[config.mk]
export PLATFORM = sky130hd
export DESIGN_NAME = trq_top
export DESIGN_NICKNAME = d
export VERILOG_FILES = /design/src/rtl/trq_pkg.sv /design/src/rtl/trq_arbiter.sv /design/src/rtl/trq_fifo.sv /design/src/rtl/trq_recovery.sv /design/src/rtl/trq_top.sv
export SDC_FILE = /design/constraint.sdc
export NUM_CORES = 1
export LEC_CHECK = 0
export ABC_AREA = 1
export BUFFER_PORTS_ARGS = -buffer_cell sky130_fd_sc_hd__buf_2
export CAP_MARGIN = 10
export CORE_MARGIN = 5
export CORE_UTILIZATION = 39
export CTS_BUF_LIST = sky130_fd_sc_hd__clkbuf_8
export CTS_CLUSTER_SIZE = 20
export DETAILED_ROUTE_END_ITERATION = 7
export GPL_TIMING_DRIVEN = 1
export HOLD_SLACK_MARGIN = 0.08
export SYNTH_ARGS = -nofsm -noshare
export SYNTH_HDL_FRONTEND = slang
export SYNTH_SLANG_ARGS = --single-unit
[constraint.sdc]
create_clock -name clk -period 7.1 [get_ports clk]
set_clock_uncertainty 0.2 [all_clocks]
set_input_delay 0.355 -clock clk [delete_from_list [all_inputs] [get_ports clk]]
set_output_delay 0.355 -clock clk [all_outputs]
set_load 0.05 [all_outputs]
[src/rtl/trq_pkg.sv]
package trq_pkg;
  localparam int NUM_SRC = 4;
  localparam int KIND_W  = 3;

  typedef enum logic [KIND_W-1:0] {
    KIND_WP   = 3'd0,
    KIND_OWN  = 3'd1,
    KIND_BR   = 3'd2,
    KIND_DATA = 3'd3,
    KIND_ERR  = 3'd4
  } trq_kind_e;
endpackage

[src/rtl/trq_arbiter.sv]
module trq_arbiter
  import trq_pkg::*;
#(
  parameter int PAYLOAD_W = 16
) (
  input  logic [NUM_SRC-1:0]           req,
  input  logic [NUM_SRC*PAYLOAD_W-1:0] req_data,
  output logic                         grant_valid,
  output trq_kind_e                    grant_kind,
  output logic [PAYLOAD_W-1:0]         grant_data
);
  // Lowest index wins: scan from the top so the lowest set bit is written last.
  always_comb begin
    grant_valid = |req;
    grant_kind  = KIND_DATA;
    grant_data  = '0;
    for (int i = NUM_SRC - 1; i >= 0; i--) begin
      if (req[i]) begin
        grant_kind = trq_kind_e'(i[KIND_W-1:0]);
        grant_data = req_data[i*PAYLOAD_W +: PAYLOAD_W];
      end
    end
  end
endmodule

[src/rtl/trq_fifo.sv]
module trq_fifo #(
  parameter int WIDTH = 19,
  parameter int DEPTH = 8
) (
  input  logic             clk,
  input  logic             rst,
  input  logic             wr_en,
  input  logic [WIDTH-1:0] wr_data,
  input  logic             rd_en,
  output logic [WIDTH-1:0] rd_data,
  output logic             full,
  output logic             empty
);
  localparam int AW = (DEPTH > 1) ? $clog2(DEPTH) : 1;
  localparam int CW = $clog2(DEPTH + 1);
  localparam logic [CW-1:0] FULL_CNT = CW'(DEPTH);
  localparam logic [AW-1:0] LAST_PTR = AW'(DEPTH - 1);

  logic [WIDTH-1:0] mem [DEPTH];
  logic [AW-1:0]    wr_ptr, rd_ptr;
  logic [CW-1:0]    count;

  assign full    = (count == FULL_CNT);
  assign empty   = (count == '0);
  assign rd_data = mem[rd_ptr];

  // Storage without reset so it maps onto RAM resources.
  always_ff @(posedge clk) begin
    if (wr_en) mem[wr_ptr] <= wr_data;
  end

  always_ff @(posedge clk) begin
    if (rst) begin
      wr_ptr <= '0;
      rd_ptr <= '0;
      count  <= '0;
    end else begin
      if (wr_en) wr_ptr <= (wr_ptr == LAST_PTR) ? '0 : wr_ptr + 1'b1;
      if (rd_en) rd_ptr <= (rd_ptr == LAST_PTR) ? '0 : rd_ptr + 1'b1;
      case ({wr_en, rd_en})
        2'b10:   count <= count + 1'b1;
        2'b01:   count <= count - 1'b1;
        default: count <= count;
      endcase
    end
  end

  assert_no_overflow_R4: assert property (@(posedge clk) disable iff (rst)
    wr_en |-> !full);
  assert_no_underflow_R3: assert property (@(posedge clk) disable iff (rst)
    rd_en |-> !empty);
  assert_count_bound_R4: assert property (@(posedge clk) disable iff (rst)
    count <= FULL_CNT);
endmodule

[src/rtl/trq_recovery.sv]
module trq_recovery
  import trq_pkg::*;
(
  input  logic               clk,
  input  logic               rst,
  input  logic [NUM_SRC-1:0] offer,
  input  logic               fifo_full,
  input  logic               fifo_empty,
  output logic               accept_ok,
  output logic               insert_err,
  output logic [NUM_SRC-1:0] err_mask,
  output logic               sync_req
);
  logic               draining;
  logic [NUM_SRC-1:0] drop_mask;

  assign insert_err = draining && fifo_empty;
  assign err_mask   = drop_mask | offer;
  assign accept_ok  = !draining && !fifo_full;

  always_ff @(posedge clk) begin
    if (rst) begin
      draining  <= 1'b0;
      drop_mask <= '0;
      sync_req  <= 1'b0;
    end else begin
      sync_req <= insert_err;
      if (insert_err) begin
        draining  <= 1'b0;
        drop_mask <= '0;
      end else if (draining) begin
        drop_mask <= drop_mask | offer;
      end else if (fifo_full && |offer) begin
        draining  <= 1'b1;
        drop_mask <= offer;
      end
    end
  end

  assert_sync_pulse_R8: assert property (@(posedge clk) disable iff (rst)
    sync_req |=> !sync_req);
  assert_mask_idle_R9: assert property (@(posedge clk) disable iff (rst)
    !draining |-> (drop_mask == '0));
  assert_drain_holds_R5: assert property (@(posedge clk) disable iff (rst)
    (draining && !fifo_empty) |=> draining);
  assert_drain_entry_R5: assert property (@(posedge clk) disable iff (rst)
    $rose(draining) |-> $past(fifo_full && (offer != '0)));
endmodule

[src/rtl/trq_top.sv]
module trq_top
  import trq_pkg::*;
#(
  parameter int PAYLOAD_W = 16,
  parameter int DEPTH     = 8
) (
  input  logic                 clk,
  input  logic                 rst,
  input  logic                 wp_valid,
  input  logic [PAYLOAD_W-1:0] wp_data,
  input  logic                 own_valid,
  input  logic [PAYLOAD_W-1:0] own_data,
  input  logic                 br_valid,
  input  logic [PAYLOAD_W-1:0] br_data,
  input  logic                 dt_valid,
  input  logic [PAYLOAD_W-1:0] dt_data,
  output logic                 out_valid,
  input  logic                 out_ready,
  output logic [KIND_W-1:0]    out_kind,
  output logic [PAYLOAD_W-1:0] out_data,
  output logic                 sync_req
);
  localparam int ENTRY_W = KIND_W + PAYLOAD_W;
  localparam int PAD_W   = PAYLOAD_W - NUM_SRC;

  logic [NUM_SRC-1:0]           offer;
  logic [NUM_SRC*PAYLOAD_W-1:0] offer_data;
  logic                         grant_valid;
  trq_kind_e                    grant_kind;
  logic [PAYLOAD_W-1:0]         grant_data;
  logic                         accept_ok, insert_err;
  logic [NUM_SRC-1:0]           err_mask;
  logic                         fifo_full, fifo_empty;
  logic                         push, pop;
  logic [ENTRY_W-1:0]           push_entry, head_entry;

  assign offer      = {dt_valid, br_valid, own_valid, wp_valid};
  assign offer_data = {dt_data, br_data, own_data, wp_data};

  trq_arbiter #(.PAYLOAD_W(PAYLOAD_W)) u_arb (
    .req         (offer),
    .req_data    (offer_data),
    .grant_valid (grant_valid),
    .grant_kind  (grant_kind),
    .grant_data  (grant_data)
  );

  trq_recovery u_rec (
    .clk        (clk),
    .rst        (rst),
    .offer      (offer),
    .fifo_full  (fifo_full),
    .fifo_empty (fifo_empty),
    .accept_ok  (accept_ok),
    .insert_err (insert_err),
    .err_mask   (err_mask),
    .sync_req   (sync_req)
  );

  assign push       = insert_err || (grant_valid && accept_ok);
  assign push_entry = insert_err ? {KIND_ERR, {PAD_W{1'b0}}, err_mask}
                                 : {grant_kind, grant_data};
  assign pop        = out_valid && out_ready;

  trq_fifo #(.WIDTH(ENTRY_W), .DEPTH(DEPTH)) u_fifo (
    .clk     (clk),
    .rst     (rst),
    .wr_en   (push),
    .wr_data (push_entry),
    .rd_en   (pop),
    .rd_data (head_entry),
    .full    (fifo_full),
    .empty   (fifo_empty)
  );

  assign out_valid = !fifo_empty;
  assign out_kind  = head_entry[ENTRY_W-1 -: KIND_W];
  assign out_data  = head_entry[PAYLOAD_W-1:0];

  assert_err_at_head_R8: assert property (@(posedge clk) disable iff (rst)
    sync_req |-> (out_valid && out_kind == KIND_ERR));
  assert_err_mask_nonzero_R6: assert property (@(posedge clk) disable iff (rst)
    sync_req |-> (out_data[NUM_SRC-1:0] != '0));
endmodule

Word level (Yosys, flattened, before mapping). Memory sizes are Yosys's and may differ from the RTL's. A register that Yosys moved wholly into a read port is not among the register bits. Cells that the tools add are included.

Register bits: 16. Bits in writable memories: 152. Output and inout bits: 21. Memories kept: 1.

Memory list: u_fifo.mem (words 8, bits a word 19, rd ports 1, clocked after memory_dff 1, write ports 1, RTL line trq_fifo.sv:19) `logic [WIDTH-1:0] mem [DEPTH];`.

Add/subtract/negate cells: 4. Equal/unequal tests: 5. Mux-type cells: 19. Bitwise operators: 1. Reduce and logical (&&, ||, !) cells: 14.

Operator list (count): 16-bit 2-to-1 mux (4); 19-bit 2-to-1 mux (1); 3-bit 2-to-1 mux (4); 4-bit 2-to-1 mux (2); 4-bit one-hot mux with 2 select lines (1); 3-bit by 1-bit adder with 3-bit output (second input constant) (2); 3-bit == test (second input constant) (2); 1-bit logical AND (5); 1-bit 2-to-1 mux (5); 4-bit by 1-bit adder with 4-bit output (second input constant) (1); 4-bit == test (second input constant) (1); 4-bit logical NOT (1); 2-bit 2-to-1 mux (2); 4-bit OR (1); 2-bit nonzero test (2); 4-bit OR reduction (1); 4-bit by 1-bit subtractor with 4-bit output (second input constant) (1); 1-bit logical NOT (3); 2-bit by 1-bit == test with 1-bit output (second input constant) (1); 2-bit == test (second input constant) (1); 2-bit OR reduction (1); 1-bit logical OR (1).

Depth between registers and ports, before layout. Gate-level depths: netlist of the first run.

Depth after elaboration: 7. Gate-level depth with buffers: 16.

Cells and area by module. From an unflattened synthesis of the first run, not the netlist that was laid out.

Cells, all modules: 782. Area total of the unflattened synthesis: 8013.9 µm².

By module, submodules not included: trq_fifo (times used 1, cells each 517, area each 6628.9 µm²); trq_arbiter (times used 1, cells each 181, area each 904.6 µm²); trq_recovery (times used 1, cells each 35, area each 285.3 µm²); trq_top (times used 1, cells each 49, area each 195.2 µm²).

Worst setup path after synthesis of the first run. Ideal clock, no wire load.

Path kind: flip-flop to flip-flop. Start point: register u_fifo.count[0]. End point: register u_fifo.count[2]. Library setup time: 0.115 ns. Data arrival time: 2.186 ns. Required time: 6.785 ns. Setup slack: 4.598 ns. Stages on the path, launching flop included: 13. Path buffers: 0. Clock period less this slack: 2.502 ns. Path through: dfxtp_1 -> nor2_4 -> nand3_1 -> nand2_1 -> inv_1 -> ha_1 -> nor2_1 -> nor2_1 -> ha_1 -> a21oi_1 -> xnor2_1 -> o21ai_0 -> inv_1.

Elaborated cells on any way between the ends: 15. Classes of those cells: add/sub: 2; eq/ne: 3; mux: 1; reduce/logical: 9.

RTL lines: start, declared (RTL line trq_fifo.sv:21) `logic [CW-1:0] count;`; start signal, assigned (RTL line trq_fifo.sv:41) `2'b10: count <= count + 1'b1;`; start signal, assigned (RTL line trq_fifo.sv:42) `2'b01: count <= count - 1'b1;`; start signal, assigned (RTL line trq_fifo.sv:43) `default: count <= count;`; 4-bit logical NOT * (RTL line trq_fifo.sv:24) `assign empty = (count == '0);`; 1-bit logical NOT * (RTL line trq_top.sv:76) `assign out_valid = !fifo_empty;`; named net out_valid (RTL line trq_top.sv:17) `output logic out_valid,`; 1-bit logical AND * (RTL line trq_top.sv:63) `assign pop = out_valid && out_ready;`; 2-bit by 1-bit == test with 1-bit output / 2-bit == test (equally long branches) (RTL line trq_fifo.sv:40) `case ({wr_en, rd_en})`; 4-bit one-hot mux with 2 select lines / 2-bit nonzero test (equally long branches).

The timed path passes the listed nets; every way through them passes the cells marked *. A chain may end at the register's enable or synchronous reset.

==> results.md, run 1 <==
- CTS Root Cell: clkbuf_8
- Antenna Nets Post-Route: 0
- Slew headroom: 16.47%
- Critical path arrival: 3210 ps
- Vias in the first global route: 5166
- Crit path capture type: output port
- Kind of start point of the critical path: register
- Synth Instances: 647
- Die area: 21880 um2
- Post-synthesis sequential area ratio: 66.66%
- VDD IR-drop max: 169.8 uV
- Area fraction of the dominant cell type after synthesis: 61.53%
- Simple-gate area share of the yosys netlist: 13.31%
- Multi-input logic area: 2168 um2
- Pin slew with the least headroom to its limit: 1245 ps
- Post-CTS sizing: 0
- Cell taking the most area after synthesis: edfxtp_1
- Most frequent cells in the layout: 152 x edfxtp_1, 107 x nand2_1, 96 x nor2_1
- CP top delay family: buffers and inverters
- Crit path kind: register to output port
- # Post-CTS Setup Buffers: 0
- Core area: 18710 um2
- Critical path fanouts, max: 77
- Crit share post-route: 52.99%
- Pre-CTS setup slack: 3766 ps
- Total grt overflow: 0
- Max Slew Vio Count: 0
- RSZ-0062 raised after global routing: false
- Initial drt markers: 387
- Syn avg cell area: 11.47 um2
- Nets: 816
- Ranking of synthesized cells by area: edfxtp_1 62%, nand2_1 5.4%, dfxtp_1 5.1%
- Placer Congestion: 0.7840
- Largest family of logic cells by synthesized area: simple AND/OR/NAND/NOR gates
- CP bufs+invs: 4
- Initial Util: 39.66%
- CTS sink count: 171
- Routed wire length: 16760 um
- Min-delay worst type: input port to register
- I/O pin cnt: 92
- LEAKAGE: 0.003218 uW
- Total CTS buffers: 17
- Detailed placer's ending HPWL: 11050 um
- Clk slew on worst S/H paths: 80 ps
- Util after Layout: 45.22%
- Chip Height: 147.9 um
- Antenna cells: 0
- Post-Syn Nets: 725
- Antenna violations before repair: 0
- Commonest non-fill, non-tap cell in the layout: edfxtp_1
- Max-cap viol count: 0
- Post-Synth Adder-Cell Area: 1.181%
- Layout cells sized above 1: 20.11%
- Final setup violation count: 0
- Synth cell types: 32
- Post-Synth XOR/XNOR Area: 0.3542%
- Clock Tree Buf Depth: 2
- GRT Resource Usage Total: 15.77%
- Worst-path cell chain: buf_4 -> inv_1 -> buf_4 -> o21ai_0 -> o21ai_1 -> nand2_1 -> nand2_1 -> buf_2
- DRC violations left: 0
- Die width: 147.9 um
- Register area: 4947 um2
- PwrDens: 402.6 nW/um2
- Multiplexer share of the synthesized area: 2.564%
- Setup slack after layout: 3338 ps
- CTS tree: built
- Worst path required time: 6550 ps
- Port Buffer Count: 91
- Synth Area in Compound Gates: 11.82%
- Largest net degree at the start of global routing: 78
- Synth Cell Area: 7418 um2
- H-tree Lvls: 4
- Per-cell routed wire length: 17.01 um
- Crit path time final: 3762 ps
- Worst stage delay on the critical path: 680 ps
- Synth warn: 0
- Routed vias/inst: 5.117
- Setup TNS: 0 ps
- Fill cell count: 1714
- FF+latch count, synth: 171
- First-pass DRT Iterations: 4
- Total number of vias: 5040
- Hold Vio Cnt, Final: 0
- Peak Freq: 0.2658 GHz
- Status: complete, no violations
- P&R area growth vs syn: 14.03%
- Clk_lat worst skew: 430 ps
- Rows: 50
- Slowest CP cell: buf_4
- First-pass GRT wire length: 27080 um
## cell usage after synthesis
master	count
nor2_1	96
xor2_1	1
nor2_2	4
o21ai_1	16
nand3_2	2
clkbuf_1	12
o21ai_0	74
buf_2	10
nand3_1	17
a21oi_2	1
dfxtp_1	19
inv_2	4
nand4_4	1
clkinv_1	1
nor2_4	2
o22ai_1	31
nor2_8	1
a21oi_1	5
edfxtp_1	152
xnor2_1	2
buf_6	4
a32oi_1	1
o211a_1	1
nand2_4	2
mux2i_1	19
a22oi_1	12
buf_4	9
a211oi_1	12
inv_1	21
ha_1	7
nand2_1	107
or2_4	1
## where the power goes
part           internal [uW]  total [uW]  switching (uW)
combinational            336        1320             981
clock                    291         620             330
sequential              1390        1470            82.5
total                   2010        3410            1390
## cells by family (layout without fill, tap and decap cells)
group | after synthesis | after routing
AND/OR/NAND/NOR | 233 | 233
flip-flops | 171 | 171
AO/OA/AOI/OAI | 153 | 153
buffers and inverters | 61 | 165
multiplexers | 19 | 19
adder cells (fa/ha/maj) | 7 | 7
XOR/XNOR | 3 | 3
## final timing paths
check	from	endpoint	slack [ps]	depth (start not counted)
min reg2reg	u_rec.drop_mask[3]$_SDFFE_PP0P_	u_rec.drop_mask[3]$_SDFFE_PP0P_	260	2
max	register	out_data[4]	3340	8
min	out_ready	register	110	4
max reg2reg	u_fifo.count[0]$_SDFFE_PP0P_	u_fifo.mem[1][5]$_DFFE_PP_	4500	6
## worst min-delay path: stages
cell and delay [ps]:
buf_2 80, nand2_1 80, o21ai_0 150, nor2_1 50
## per-stage QoR
| stage | power [uW] | cell area (um2) | hold WS (ps) | std cells |
|---|---|---|---|---|
| finish | 3405 | 8459 | 114.0 | 985 |
| global route | 3618 | 8459 | 156.7 | 985 |
| CTS | 3439 | 8452 | 94.92 | 984 |
| detailed placement | 2823 | 8044 | 236.1 | 948 |
| global placement | 2786 | 8044 | 223.3 | 948 |
| floorplan | 2452 | 7418 | 213.5 | 647 |
## final cells by class
type	instances	area share (%)
clock inverters	13	1.257
multi-input cells	415	25.63
inverters	26	1.154
repair buffers	107	6.922
well taps	234	3.461
flip-flops and latches	171	58.48
clock buffers	19	3.091
## repair_timing
action                                 in CTS  in global routing
setup endpoints to repair                   0                  0
hold buffers                                4                  0
endpoints found under the hold margin       7                  0
## routing by layer
metal,vias up,wire length (um),track usage [%]
met1,2384,7646,20.88
met2,146,8124,26.61
met4,0,176,4.065
li1,2498,-,-
met3,12,812,3.342
met5,-,0,0
## sequential cells by signal, indices dropped and copies added (netlist names), named ones only
signal and flops:
u_rec.draining 1, u_fifo.rd_ptr 3, u_rec.drop_mask 4, u_rec.sync_req 1
u_fifo.wr_ptr 3, u_fifo.mem 152, u_fifo.count 4
Power figures use the tool's default switching activity.
==> run 2: changes to the inputs <==
--- a/config.mk
+++ b/config.mk
@@ -5,7 +5,7 @@
 export SDC_FILE = /design/constraint.sdc
 export NUM_CORES = 1
 export LEC_CHECK = 0
-export ABC_AREA = 1
+export ABC_AREA = 0
 export BUFFER_PORTS_ARGS = -buffer_cell sky130_fd_sc_hd__buf_2
 export CAP_MARGIN = 10
 export CORE_MARGIN = 5
==> constraint.sdc (replaced) <==
create_clock -name clk -period 3.3 [get_ports clk]
set_clock_uncertainty 0.2 [all_clocks]
set_input_delay 0.165 -clock clk [delete_from_list [all_inputs] [get_ports clk]]
set_output_delay 0.165 -clock clk [all_outputs]
set_load 0.05 [all_outputs]
==> results.md, run 2 <==
- Status: complete, no violations
- Max Slew Vio Count: 0 (unchanged)
- CTS tree: built
- Fill cell count: 1555 (-9.3%)
- Slowest CP cell: or4_4
- Pin slew with the least headroom to its limit: 880.7 ps (-364.7 ps)
- Die area: 21100 um2 (-3.5%)
- Area fraction of the dominant cell type after synthesis: 63.96% (+2.4 points)
- Area of placed instances: 7926 um2 (-1.5%)
- Total number of vias: 4119 (-18%)
- Critical path fanouts, max: 7 (-91%)
- I/O pin cnt: 92 (unchanged)
- Number of synthesized flops with an enable pin: 152 (unchanged)
- Fin area: 8626 um2 (+2.0%)
- Setup slack after layout: 303.8 ps (-3034 ps)
- Peak Freq: 0.3338 GHz
- Nets: 609 (-25%)
- Total CTS buffers: 17 (unchanged)
- H-tree Lvls: 4 (unchanged)
- DRC violations left: 0 (unchanged)
- Detailed placer's ending HPWL: 10230 um (-7.4%)
- Antenna Nets Post-Route: 0 (unchanged)
- Ranking of synthesized cells by area: edfxtp_1 64%, mux4_2 12%, dfxtp_1 5.3%
- Most common library cells after synthesis: 152 x edfxtp_1, 38 x mux4_2, 24 x nor3_1
- Crit path kind: register to register
- Routed wire length: 16490 um (-1.6%)
- Cell taking the most area after synthesis: edfxtp_1
- Vias in the first global route: 4551 (-12%)
- Pre-CTS setup slack: 296.1 ps (-3470 ps)
- Syn avg cell area: 17.71 um2 (+54%)
- Per-cell routed wire length: 21.33 um (+25%)
- CTS Root Cell: clkbuf_8
- Chip Height: 145.3 um (-1.8%)
- Crit share post-route: 90.79%
- Critical path arrival: 3170 ps (-40 ps)
- Final setup violation count: 0 (unchanged)
- Top reg by flops: u_fifo.mem
- Rows: 49 (-2.0%)
- Synth Cell Area: 7137 um2 (-3.8%)
- Placed insts: 714 (-25%)
- Clk slew on worst S/H paths: 80 ps (about the same)
- Initial drt markers: 283 (-27%)
- Worst path required time: 3480 ps (-3070 ps)
- Ys flop type: edfxtp_1
- Fin cells: 773 (-22%)
- CTS sink count: 171 (unchanged)
- Port Buffer Count: 91 (unchanged)
- P&R area growth vs syn: 20.86%
- PwrDens: 713.3 nW/um2 (+77%)
- Clk_lat worst skew: 450 ps (+20 ps)
- Layout cells sized above 1: 38.86% (+19 points)
- Register area: 4946 um2 (about the same)
- Commonest non-fill, non-tap cell in the layout: edfxtp_1
- VDD IR-drop max: 322.2 uV (+90%)
- Min-delay worst type: input port to register
- Largest registers: u_fifo.mem: 152 flops, u_fifo.count: 4 flops, u_rec.drop_mask: 4 flops
- FFs w/ async S/R, synth: 0% (unchanged)
- First-pass GRT wire length: 25780 um (-4.8%)
- Hold Vio Cnt, Final: 0 (unchanged)
- FF+latch count, synth: 171 (unchanged)
- RSZ-0062 raised after global routing: false
- Most frequent cells in the layout: 152 x edfxtp_1, 91 x buf_2, 38 x mux4_2
- Max-cap viol count: 0 (unchanged)
- Crit path capture type: register
- Largest net degree at the start of global routing: 39 (-50%)
- Worst stage delay on the critical path: 560 ps (-120 ps)
- Util after Layout: 48.02% (+2.8 points)
- Total grt overflow: 0 (unchanged)
- Crit path time final: 2996 ps
- GRT Resource Usage Total: 16.11% (+0.34 points)
- Synth Instances: 403 (-38%)
- Clock Tree Buf Depth: 2 (unchanged)
- Top-count cell post-synth: edfxtp_1
- First-pass DRT Iterations: 5 (+1)
- Post-synthesis sequential area ratio: 69.28% (+2.6 points)
- # Post-CTS Setup Buffers: 0 (unchanged)
- Worst-path cell chain: or4_4 -> or2_4 -> clkinv_2 -> nor2_2 -> ha_1 -> xor2_1 -> ha_1 -> a21oi_1 -> xor2_1 -> or3_1 -> a21oi_1
- Multi-input logic area: 2066 um2 (-4.7%)
- Final Hold Slack: 104.3 ps (-9.730 ps)
- Die width: 145.3 um (-1.8%)
- Max reg flops: 152 (unchanged)
- LEAKAGE: 0.002967 uW (-7.8%)
- Post-CTS sizing: 0 (unchanged)
- Routed vias/inst: 5.329 (+4.1%)
- Initial Util: 39.73% (+0.071 points)
- Kind of start point of the critical path: register
- Core area: 17960 um2 (-4.0%)
- Synth cell types: 39 (+22%)
- Antenna violations before repair: 1 (+1)
- Synth warn: 0 (unchanged)
- Placer Congestion: 0.8031 (+2.4%)
- Post-Syn Nets: 481 (-34%)
- Slew headroom: 40.83% (+24 points)
[run 2: cell count changes after synthesis, moves of 12 or more]
cell	previous run	this run
a221oi_1	0	12
a22oi_1	12	0
inv_1	21	4
mux2_2	0	20
mux2i_1	19	4
mux4_2	0	38
nand2_1	107	6
nor2_1	96	10
nor3_1	0	24
o21ai_0	74	3
o21ai_1	16	1
o22ai_1	31	13
[run 2: kinds of logic after synthesis]
logic type	Yosys count	synth area share [%]
DFF	171	69.28
muxes	62	15.71
buffers and inverters	31	2.366
xor gates and xnor gates	3	0.3682
and+or+nand+nor	76	5.838
AOI/OAI and AO/OA	53	5.207
adders and majority gates	7	1.227
[run 2: what timing repair did]
action                                  CTS  global route
endpoints found under the setup margin    0             0
hold buffers                             27             0
endpoints found under the hold margin   116             0
[run 2: final cells by class]
class,count,share of cell area [%]
repair buffers,135,10.18
flip-flops and latches,171,57.34
diodes,1,0.02901
clock inverters,14,2.234
well taps,229,3.322
multi-input cells,201,23.95
clock buffers,17,2.712
inverters,5,0.2321
[run 2: power by group]
group / internal (uW) / total [uW] / switching (uW)
Sequential: 2680 / 2780 / 94.7
Combinational: 686 / 1810 / 1120
Clock: 826 / 1570 / 742
Total: 4190 / 6150 / 1960
[run 2: stage by stage]
| stage | setup TNS, ps | total power, uW |
|---|---|---|
| after floorplan | -10190 | 4174 |
| after global placement | 0 | 4617 |
| after detailed placement | 0 | 4650 |
| after CTS | 0 | 6232 |
| after global routing | 0 | 6448 |
| final | 0 | 6153 |
[run 2: layer usage]
layer | routed length, um | vias to the layer above | global-route usage [%]
met3 | 1092 | 16 | 4.116
li1 | - | 1905 | -
met1 | 6749 | 2074 | 20.13
met2 | 8359 | 124 | 27.47
met4 | 286 | 0 | 5.364
met5 | 0 | - | 0
[run 2: worst paths after layout]
kind | from | endpoint | slack [ps] | cells past startpoint
setup / recovery | u_fifo.count[0]$_SDFFE_PP0P_ | u_fifo.count[2]$_SDFFE_PP0P_ | 300 | 11
setup reg to reg | u_fifo.count[0]$_SDFFE_PP0P_ | u_fifo.count[2]$_SDFFE_PP0P_ | 300 | 11
hold reg to reg | u_fifo.rd_ptr[0]$_SDFFE_PP0N_ | register | 310 | 2
hold / removal | wp_data[9] | u_fifo.mem[7][9]$_DFFE_PP_ | 100 | 3
[run 2: worst max-delay path, delay by kind of cell (launching register included)]
family          cells  cell delay, ps
compound gates      2             310
xor+xnor            2             270
fa+ha+maj           2             500
buf+inv             1              60
flops               1             370
simple gates        4            1200
